## config.mk

```make
export PLATFORM = sky130hd
export DESIGN_NAME = tcal_converter
export DESIGN_NICKNAME = d
export VERILOG_FILES = /design/src/rtl/tcal_pkg.sv /design/src/rtl/tcal_trim_sanitize.sv /design/src/rtl/tcal_map.sv /design/src/rtl/tcal_serdiv.sv /design/src/rtl/tcal_converter.sv
export SDC_FILE = /design/constraint.sdc
export NUM_CORES = 1
export LEC_CHECK = 0
export ABC_AREA = 1
export BUFFER_PORTS_ARGS = -buffer_cell sky130_fd_sc_hd__buf_2
export CAP_MARGIN = 10
export CORE_AREA = 2 2 169 171
export DETAILED_ROUTE_END_ITERATION = 8
export DIE_AREA = 0 0 171 173
export HOLD_SLACK_MARGIN = 0.03
export PLACE_DENSITY = 0.79
export SYNTH_ARGS = -nofsm -noshare
export SYNTH_HDL_FRONTEND = slang
export SYNTH_SLANG_ARGS = --single-unit
```

## constraint.sdc

```tcl
create_clock -name clk -period 15.7 [get_ports clk]
set_input_delay 1.57 -clock clk [delete_from_list [all_inputs] [get_ports clk]]
set_output_delay 1.57 -clock clk [all_outputs]
set_load 0.01 [all_outputs]
```

## src/rtl/tcal_pkg.sv

```systemverilog
package tcal_pkg;

    // Calibration reference points, in degrees Celsius
    localparam int REF_LO_C   = 25;
    localparam int REF_SPAN_C = 60;   // 85 - 25

    // Trim word layout
    localparam int CODE_W     = 8;
    localparam int CODE2_LSB  = 8;
    localparam int ID_LSB     = 16;
    localparam int ID_W       = 4;
    localparam int MODE_BIT   = 23;

    typedef enum logic {
        DIR_T2C = 1'b0,
        DIR_C2T = 1'b1
    } conv_dir_e;

    typedef struct packed {
        logic            two;   // two-point mapping in use
        logic            err;   // two-point requested with equal codes
        logic [ID_W-1:0] id;
    } cal_mode_t;

    // Width of the signed product that feeds the divider
    function automatic int prod_width(input int data_w, input int trim_w);
        return data_w + trim_w + 4;
    endfunction

endpackage

```

## src/rtl/tcal_trim_sanitize.sv

```systemverilog
module tcal_trim_sanitize
    import tcal_pkg::*;
#(
    parameter int TRIM_W = 8
) (
    input  logic [31:0]       trim_word_i,
    input  logic [15:0]       dflt_word_i,
    input  logic [TRIM_W-1:0] trim_min_i,
    input  logic [TRIM_W-1:0] trim_max_i,
    output logic [TRIM_W-1:0] code1_o,
    output logic [TRIM_W-1:0] code2_o,
    output cal_mode_t         mode_o
);

    logic [TRIM_W-1:0] raw1, raw2, dflt1, dflt2;
    logic              bad1, want_two, same;
    logic              unused_bits;

    assign raw1  = trim_word_i[TRIM_W-1:0];
    assign raw2  = TRIM_W'(trim_word_i[CODE2_LSB +: CODE_W]);
    assign dflt1 = TRIM_W'(dflt_word_i[CODE_W-1:0]);
    assign dflt2 = TRIM_W'(dflt_word_i[CODE2_LSB +: CODE_W]);

    assign unused_bits = ^{trim_word_i[31:24], trim_word_i[22:20]};

    always_comb begin
        bad1     = (raw1 == '0) || (raw1 < trim_min_i) || (raw1 > trim_max_i);
        code1_o  = bad1 ? dflt1 : raw1;
        code2_o  = (raw2 == '0) ? dflt2 : raw2;
        want_two = trim_word_i[MODE_BIT];
        same     = (code1_o == code2_o);
        mode_o.err = want_two & same;
        mode_o.two = want_two & ~same;
        mode_o.id  = trim_word_i[ID_LSB +: ID_W];
    end

endmodule

```

## src/rtl/tcal_map.sv

```systemverilog
module tcal_map
    import tcal_pkg::*;
#(
    parameter int DATA_W = 16,
    parameter int TRIM_W = 8,
    parameter int PROD_W = 28,
    parameter int DEN_W  = 10
) (
    input  logic [DATA_W-1:0] value_i,
    input  logic              dir_i,
    input  logic [TRIM_W-1:0] code1_i,
    input  logic [TRIM_W-1:0] code2_i,
    output logic [DATA_W-1:0] direct_o,
    output logic [PROD_W-1:0] num_mag_o,
    output logic [DEN_W-1:0]  den_mag_o,
    output logic              neg_o,
    output logic [TRIM_W-1:0] offset_o
);

    logic signed [PROD_W-1:0] v_s, c1_s, diff_p, direct_s, num_s;
    logic signed [DEN_W-1:0]  diff_d, den_s;

    always_comb begin
        v_s    = PROD_W'(signed'(value_i));
        c1_s   = signed'(PROD_W'(code1_i));
        diff_d = signed'(DEN_W'(code2_i)) - signed'(DEN_W'(code1_i));
        diff_p = PROD_W'(diff_d);

        // Offset-only mapping
        if (dir_i == DIR_C2T)
            direct_s = v_s - c1_s + PROD_W'(REF_LO_C);
        else
            direct_s = v_s + c1_s - PROD_W'(REF_LO_C);

        // Linear mapping: numerator, divisor and post-division offset
        if (dir_i == DIR_C2T) begin
            num_s    = (v_s - c1_s) * PROD_W'(REF_SPAN_C);
            den_s    = diff_d;
            offset_o = TRIM_W'(REF_LO_C);
        end else begin
            num_s    = (v_s - PROD_W'(REF_LO_C)) * diff_p;
            den_s    = DEN_W'(REF_SPAN_C);
            offset_o = code1_i;
        end

        neg_o     = num_s[PROD_W-1] ^ den_s[DEN_W-1];
        num_mag_o = num_s[PROD_W-1] ? PROD_W'(-num_s) : PROD_W'(num_s);
        den_mag_o = den_s[DEN_W-1]  ? DEN_W'(-den_s)  : DEN_W'(den_s);
        direct_o  = DATA_W'(direct_s);
    end

endmodule

```

## src/rtl/tcal_serdiv.sv

```systemverilog
module tcal_serdiv #(
    parameter int NUM_W = 28,
    parameter int DEN_W = 10
) (
    input  logic             clk,
    input  logic             rst,
    input  logic             start_i,
    input  logic [NUM_W-1:0] num_i,
    input  logic [DEN_W-1:0] den_i,
    output logic             busy_o,
    output logic             done_o,
    output logic [NUM_W-1:0] quot_o
);

    localparam int CNT_W = $clog2(NUM_W + 1);

    logic [NUM_W-1:0] quo_q;
    logic [DEN_W-1:0] rem_q, den_q;
    logic [CNT_W-1:0] cnt_q;
    logic             done_q;

    logic [DEN_W:0]   shifted, trial;
    logic             fits;

    always_comb begin
        shifted = {rem_q, quo_q[NUM_W-1]};
        fits    = shifted >= {1'b0, den_q};
        trial   = shifted - {1'b0, den_q};
    end

    always_ff @(posedge clk) begin
        if (rst) begin
            quo_q  <= '0;
            rem_q  <= '0;
            den_q  <= '0;
            cnt_q  <= '0;
            done_q <= 1'b0;
        end else begin
            done_q <= 1'b0;
            if (cnt_q != '0) begin
                quo_q <= {quo_q[NUM_W-2:0], fits};
                rem_q <= DEN_W'(fits ? trial : shifted);
                cnt_q <= cnt_q - 1'b1;
                if (cnt_q == CNT_W'(1))
                    done_q <= 1'b1;
            end else if (start_i) begin
                quo_q <= num_i;
                rem_q <= '0;
                den_q <= den_i;
                cnt_q <= CNT_W'(NUM_W);
            end
        end
    end

    assign busy_o = (cnt_q != '0);
    assign done_o = done_q;
    assign quot_o = quo_q;

endmodule

```

## src/rtl/tcal_converter.sv

```systemverilog
module tcal_converter
    import tcal_pkg::*;
#(
    parameter int DATA_W = 16,
    parameter int TRIM_W = 8
) (
    input  logic              clk,
    input  logic              rst,
    input  logic              load_i,
    input  logic [31:0]       trim_word_i,
    input  logic [15:0]       dflt_word_i,
    input  logic [TRIM_W-1:0] trim_min_i,
    input  logic [TRIM_W-1:0] trim_max_i,
    input  logic              req_i,
    input  logic              dir_i,
    input  logic [DATA_W-1:0] value_i,
    output logic              busy_o,
    output logic              valid_o,
    output logic [DATA_W-1:0] result_o,
    output logic [TRIM_W-1:0] trim1_o,
    output logic [TRIM_W-1:0] trim2_o,
    output logic              two_point_o,
    output logic              pair_err_o,
    output logic [ID_W-1:0]   sensor_id_o
);

    localparam int PROD_W = prod_width(DATA_W, TRIM_W);
    localparam int DEN_W  = TRIM_W + 2;

    logic [TRIM_W-1:0] s_code1, s_code2;
    cal_mode_t         s_mode;

    logic [TRIM_W-1:0] trim1_q, trim2_q;
    cal_mode_t         mode_q;

    logic [DATA_W-1:0] map_direct;
    logic [PROD_W-1:0] map_num;
    logic [DEN_W-1:0]  map_den;
    logic              map_neg;
    logic [TRIM_W-1:0] map_off;

    logic              div_busy, div_done;
    logic [PROD_W-1:0] div_quot;

    logic              busy, take_load, take_req, start_div;
    logic              neg_q, valid_q;
    logic [TRIM_W-1:0] off_q;
    logic [DATA_W-1:0] result_q;
    logic signed [PROD_W-1:0] q_signed, fin_s;

    tcal_trim_sanitize #(.TRIM_W(TRIM_W)) u_sanitize (
        .trim_word_i (trim_word_i),
        .dflt_word_i (dflt_word_i),
        .trim_min_i  (trim_min_i),
        .trim_max_i  (trim_max_i),
        .code1_o     (s_code1),
        .code2_o     (s_code2),
        .mode_o      (s_mode)
    );

    tcal_map #(
        .DATA_W (DATA_W),
        .TRIM_W (TRIM_W),
        .PROD_W (PROD_W),
        .DEN_W  (DEN_W)
    ) u_map (
        .value_i   (value_i),
        .dir_i     (dir_i),
        .code1_i   (trim1_q),
        .code2_i   (trim2_q),
        .direct_o  (map_direct),
        .num_mag_o (map_num),
        .den_mag_o (map_den),
        .neg_o     (map_neg),
        .offset_o  (map_off)
    );

    tcal_serdiv #(.NUM_W(PROD_W), .DEN_W(DEN_W)) u_div (
        .clk     (clk),
        .rst     (rst),
        .start_i (start_div),
        .num_i   (map_num),
        .den_i   (map_den),
        .busy_o  (div_busy),
        .done_o  (div_done),
        .quot_o  (div_quot)
    );

    // The busy window covers the divider steps plus the finishing cycle
    assign busy      = div_busy | div_done;
    assign take_load = load_i & ~busy;
    assign take_req  = req_i & ~busy & ~load_i;
    assign start_div = take_req & mode_q.two;

    always_comb begin
        q_signed = neg_q ? -signed'(div_quot) : signed'(div_quot);
        fin_s    = q_signed + signed'(PROD_W'(off_q));
    end

    always_ff @(posedge clk) begin
        if (rst) begin
            trim1_q  <= '0;
            trim2_q  <= '0;
            mode_q   <= '0;
            neg_q    <= 1'b0;
            off_q    <= '0;
            result_q <= '0;
            valid_q  <= 1'b0;
        end else begin
            valid_q <= 1'b0;
            if (take_load) begin
                trim1_q <= s_code1;
                trim2_q <= s_code2;
                mode_q  <= s_mode;
            end
            if (start_div) begin
                neg_q <= map_neg;
                off_q <= map_off;
            end else if (take_req) begin
                result_q <= map_direct;
                valid_q  <= 1'b1;
            end
            if (div_done) begin
                result_q <= DATA_W'(fin_s);
                valid_q  <= 1'b1;
            end
        end
    end

    assign busy_o      = busy;
    assign valid_o     = valid_q;
    assign result_o    = result_q;
    assign trim1_o     = trim1_q;
    assign trim2_o     = trim2_q;
    assign two_point_o = mode_q.two;
    assign pair_err_o  = mode_q.err;
    assign sensor_id_o = mode_q.id;

endmodule

```

Word level (Yosys, flattened, before mapping). Cells that the tools add are included. W data, S select, Z words.

$add $sub $neg: 12. Multipliers: 2. Magnitude comparators: 3. Muxes and demuxes: 23. Eq/ne operators: 3. Reductions and logical operators: 10. Bitwise operators: 12.

Operator list (number): $mux W28 (4); $mux W16 (5); $mux W10 (5); $add A16 B9 Y16 (2); $neg A28 Y28 (1); $mul A17 B9 Y26 (1); $mux W8 (3); $mul A17 B5 Y22 const B (1); $sub A16 B6 Y17 const B (1); $sub A16 B9 Y17 (1); $add A16 B6 Y16 const B (1); $logic_not A8 Y1 (2); $neg A16 Y16 (1); $sub A16 B6 Y16 const B (1); $ge A11 B10 Y1 (1); $mux W5 (2); $neg A10 Y10 (1); $sub A10 B10 Y10 (1); $sub A8 B8 Y9 (1); $eq A8 B8 Y1 (1); $gt A8 B8 Y1 (1); $lt A8 B8 Y1 (1); $and A1 B1 Y1 (6); $eq A5 B1 Y1 const B (1); 11 further kinds (20).

Register bits: 102. Output and inout port bits: 40. Bits of input ports: 85.

Logic depth before layout (Yosys ltp).
Depth after elaboration: 8. Mapped depth: 42. Gate-level depth less buffers: 41.

Hierarchy. A second synthesis with hierarchy kept.

Cell total of the unflattened synthesis: 2616. Area, all modules: 17593.1 µm².

By module, submodules not included: tcal_map (sequential area each 0.0 µm², times used 1, area an instance 10816.6 µm², cells an instance 1602); tcal_serdiv (sequential area each 1081.0 µm², times used 1, area an instance 2844.0 µm², cells an instance 402); tcal_converter (sequential area each 960.9 µm², times used 1, area an instance 2792.7 µm², cells an instance 408); tcal_trim_sanitize (sequential area each 0.0 µm², times used 1, area an instance 1139.8 µm², cells an instance 204).

Worst setup path after synthesis. OpenSTA, ideal clock, no wires.

Path type: input -> register. From: input value_i[0]. To: register u_div.quo_q[14], in the netlist u_div.quot_o[14]. Slack: 7.697 ns. Stages: 35. Setup time: 0.068 ns. Arrival time: 7.935 ns. Path through: buf_2 -> inv_1 -> ha_1 -> a21oi_1 -> nand2_1 -> nand2_1 -> inv_1 -> nand2_1 -> inv_1 -> nand2_1 -> xor2_1 -> nor2_1 -> fa_1 -> inv_1 -> fa_1 -> inv_1 -> fa_1 -> inv_1 -> fa_1 -> inv_1 -> ha_1 -> ha_1 -> a21oi_1 -> inv_1 -> a221oi_1 -> nand2_1 -> a21oi_1 -> o21ai_2 -> nand2_8 -> inv_4 -> buf_6 -> nor2_2 -> xor2_1 -> nand2_1 -> a21oi_2.

Cells in the longest elaborated chain, start to end: 7. Elaborated cells between the ends (all ways): 9. Those cells by class: add/sub (3); mul (2); mux (4).

RTL lines: start: declaration (line tcal_converter.sv:16) `input logic [DATA_W-1:0] value_i,`; $sub A16 B6 Y17 or $sub A16 B9 Y17 (tied branches); $mul A17 B9 Y26 or $mul A17 B5 Y22 (tied branches) (line tcal_map.sv:41, tcal_map.sv:37); $mux W28 (*) (line tcal_map.sv:36) `if (dir_i == DIR_C2T) begin`; $neg A28 Y28 (line tcal_map.sv:47) `num_mag_o = num_s[PROD_W-1] ? PROD_W'(-num_s) : PROD_W'(num_s);`; $mux W28 (*) (line tcal_map.sv:47); $mux W28 (*) (line tcal_serdiv.sv:46) `end else if (start_i) begin`; $mux W28 (*) (line tcal_serdiv.sv:40) `if (cnt_q != '0) begin`; end signal: assignment (line tcal_serdiv.sv:41) `quo_q <= {quo_q[NUM_W-2:0], fits};`; end signal: assignment (line tcal_serdiv.sv:47) `quo_q <= num_i;`; end: declaration (line tcal_serdiv.sv:17) `logic [NUM_W-1:0] quo_q;`.

Mark *: on every way between the ends. The rest lies on a longest branch, timed or not. The select of a mux whose other input is x is not followed. A chain may end at the register's enable or synchronous reset.

Final worst setup path.
From: input value_i[0]. To: register u_div.quo_q[4], in the netlist u_div.quot_o[4].

Same word-level chain as after synthesis.

==> out/qor.csv <==
stage,metric,value,unit
global_routing,first_global_vias,15200,
route,viasPerCell,5.63,
timing,setup_violations,0,
job,drv_cap,0,
global_routing,antenna_found_initial,0,
cells_and_area,fill_cells,2498,
global_routing,grt_max_degree,73,
route,initialDrtViolationCount,1239,
floorplan,dieArea,29600,sq um
synthesis,synth-edff-count,0,
floorplan,io_pins,125,
hold_path,hold_path.class,register to register,
synthesis,synth.cell_area,16500,sq um
clock_tree,cts_tree,yes,
synthesis,seq_area_frac_synth,0.124,
timing,relSlewSlack,0.178,
setup_path,cp_num_buf_inv,10,
synthesis,yosys.area.top_type_share,0.194,
clock_tree,cts_resized,0,
synthesis,synthArstFlopShare,0,
clock_tree,cts.path.max_buffers,2,
setup_path,crit_arrival,9180,ps
setup_path,cp-startpoint,value_i[0],
timing,rsz0062_at_grt,no,
floorplan,die_h,173,um
synthesis,synth_nets,2776,
route,ant_nets,0,
run_status,status,completed,
synthesis,synth.distinct_cells,61,
global_routing,grt_util_all_layers,0.316,
synthesis,ys_ff_latch,102,
setup_path,end_kind,register,
route,postRouteWirelength,45.6,mm
cells_and_area,diodes,0,
synthesis,avgSynthCellArea,7.03,sq um
timing,hold_viol_final,0,
global_routing,grt_pass1_wl,75.4,mm
floorplan,die_x,171,um
clock_tree,ctsHoldBuffers,0,
setup_path,max_stage_delay,760,ps
clock_tree,cts-root-buf,clkbuf_16,
timing,setup-tns-final,0,ps
floorplan,row_count,61,
setup_path,path_max_fanout,18,
clock_tree,cts-htree-levels,3,
route,drc,0,
floorplan,start_util,0.598,
cells_and_area,syn_to_final_growth,7.27,%
timing,worst_slew_pin_slew,1230,ps
setup_path,cp.required,15970,ps
clock_tree,cts_setup_buffers,0,
clock_tree,clk_pin_slew,70,ps
timing,fmax,0.112,GHz
setup_path,cp_common_cell,inv_1,
timing,drv_slew,0,
synthesis,yosysWarnings,0,
setup_path,reg2reg_from,trim1_o[1]$_SDFFE_PP0P_,
synthesis,ys.flop_type,dfxtp_1,
clock_tree,clock_sinks,102,
clock_tree,numCtsBuffers,9,
clock_tree,clk_latency,350,ps
route,dr_total_vias,15800,
timing,post-route-min-period,8910,ps
timing,fin_worst_skew,10.7,ps
synthesis,synth_top_area_cell,fa_1,
cells_and_area,drive_above_1_share,0.0874,
placement,routabilityCongestion,0.954,
floorplan,core,27600,sq um
setup_path,crit_type,primary input to register,
hold_path,hp-start,u_div.den_q[9]$_SDFFE_PP0P_,
placement,io_buffer_count,113,
setup_path,slowest_stage,fa_1,
cells_and_area,nets,2849,
timing,fin_crit_sh,0.568,
setup_path,cp_top_family,adder cells,
route,dr.pass1.iters,7,
synthesis,syn_inst,2349,
global_routing,grt_overflow_total,0,
setup_path,critical_path.startpoint_type,primary input,
placement,hpwl,37.3,mm
synthesis,synth_area_leaders,"fa_1 19%, ha_1 14%, dfxtp_1 12%",
route,avgRoutedWirePerCell,16.3,um
==> worst reg2reg max path, delay by kind of cell (launching register included) <==
kind | cells | cell delay, ps
adder cells (fa/ha/maj) | 7 | 3420
flip-flops | 1 | 460
AND/OR/NAND/NOR | 15 | 2780
buffers and inverters | 5 | 630
AO/OA/AOI/OAI | 7 | 900
==> kinds of logic after synthesis <==
kind of cell	synth area share
buffers and inverters	0.115
AO/OA/AOI/OAI	0.158
XOR/XNOR	0.0483
adder cells (fa/ha/maj)	0.332
flip-flops	0.124
AND/OR/NAND/NOR	0.223
==> synth_stat cells, types with 3 or more instances <==
cell type  instances
a211oi_1           3
a21o_1             6
a21oi_1          204
a21oi_2            4
a22oi_1           25
a31oi_1           12
buf_1              7
buf_2              7
clkbuf_1          44
dfxtp_1          102
fa_1             160
ha_1             182
inv_1            426
inv_2             10
nand2_1          424
nand2_2           11
nand3_1           98
nand3_2            9
nand3b_1          10
nand4_1           23
nor2_1           218
nor2_2            13
nor3_1            20
nor4_1             7
o2111ai_1          3
o211ai_1          23
o21ai_0          129
o21ai_1           17
o21bai_1           6
o221ai_1           3
o311ai_0           4
o31ai_1            3
or2_2             13
xnor2_1           26
xor2_1            65
==> metrics by stage <==
stage | setup WS (ps) | hold slack (ps) | instance area, sq um | std cells | util
3_5_place_dp | 6540 | 455 | 17400 | 2789 | 0.629
6_report | 6790 | 458 | 17700 | 2803 | 0.641
4_1_cts | 6870 | 463 | 17700 | 2803 | 0.641
3_3_place_gp | 6720 | 451 | 17400 | 2789 | 0.629
5_1_grt | 6190 | 483 | 17700 | 2803 | 0.641
2_1_floorplan | 7700 | 430 | 16500 | 2349 | -
==> state kept, by name (all words and copies together) (netlist names) <==
signal and count:
valid_o 1, pair_err_o 1, trim1_o 8, result_o 16, u_div.den_q 10, u_div.quot_o 28
off_q 8, u_div.rem_q 10, neg_q 1, u_div.cnt_q 5, trim2_o 8, u_div.done_o 1
sensor_id_o 4, two_point_o 1
==> final timing paths <==
kind,slack [ps],cells after the start,end
setup / recovery,6790,33,u_div.quot_o[4]$_SDFFE_PP0P_
hold / removal,460,2,u_div.den_q[9]$_SDFFE_PP0P_
hold reg to reg,460,2,u_div.den_q[9]$_SDFFE_PP0P_
setup reg to reg,7370,34,u_div.quot_o[24]$_SDFFE_PP0P_
==> cells in the final DEF, fill, tap and decap left out, drive strengths merged, types with 3 or more instances in the layout <==
cell | Yosys | routed
inv | 437 | 437
nand2 | 436 | 436
nor2 | 231 | 231
a21oi | 209 | 209
ha | 182 | 182
fa | 160 | 160
o21ai | 148 | 148
buf | 17 | 123
nand3 | 108 | 108
dfxtp | 102 | 102
xor2 | 65 | 65
xnor2 | 26 | 26
a22oi | 25 | 25
o211ai | 23 | 23
nand4 | 23 | 23
nor3 | 22 | 22
or2 | 16 | 16
a31oi | 12 | 12
nand3b | 10 | 10
clkbuf | 44 | 10
nor4 | 7 | 7
a21o | 6 | 6
o21bai | 6 | 6
o311ai | 4 | 4
o31ai | 4 | 4
a21boi | 4 | 4
o2111ai | 3 | 3
o221ai | 3 | 3
a211oi | 3 | 3
bufinv | 0 | 3
==> cell type report <==
class / instances / area [sq um] / share of cell area
Clock buffer: 10 / 229 / 0.0129
Clock inverter: 4 / 97.6 / 0.00551
Inverter: 438 / 1650 / 0.0930
Multi-Input combinational cell: 1748 / 12600 / 0.710
Sequential cell: 102 / 2040 / 0.115
Tap cell: 378 / 473 / 0.0267
Timing Repair Buffer: 123 / 641 / 0.0362
==> metal layers <==
layer  share of wire  global-route usage  vias to the layer above  wire [um]
met5               0                   0                        -          0
li1                -                   -                     7671          -
met4           0.033              0.0957                        0       1510
met2            0.46               0.518                      598      21000
met3           0.074              0.0462                       88       3360
met1            0.43               0.430                     7434      19800
Power is not shown: default switching activity piles up to over one toggle a cycle in this logic, so the estimate is an artifact.
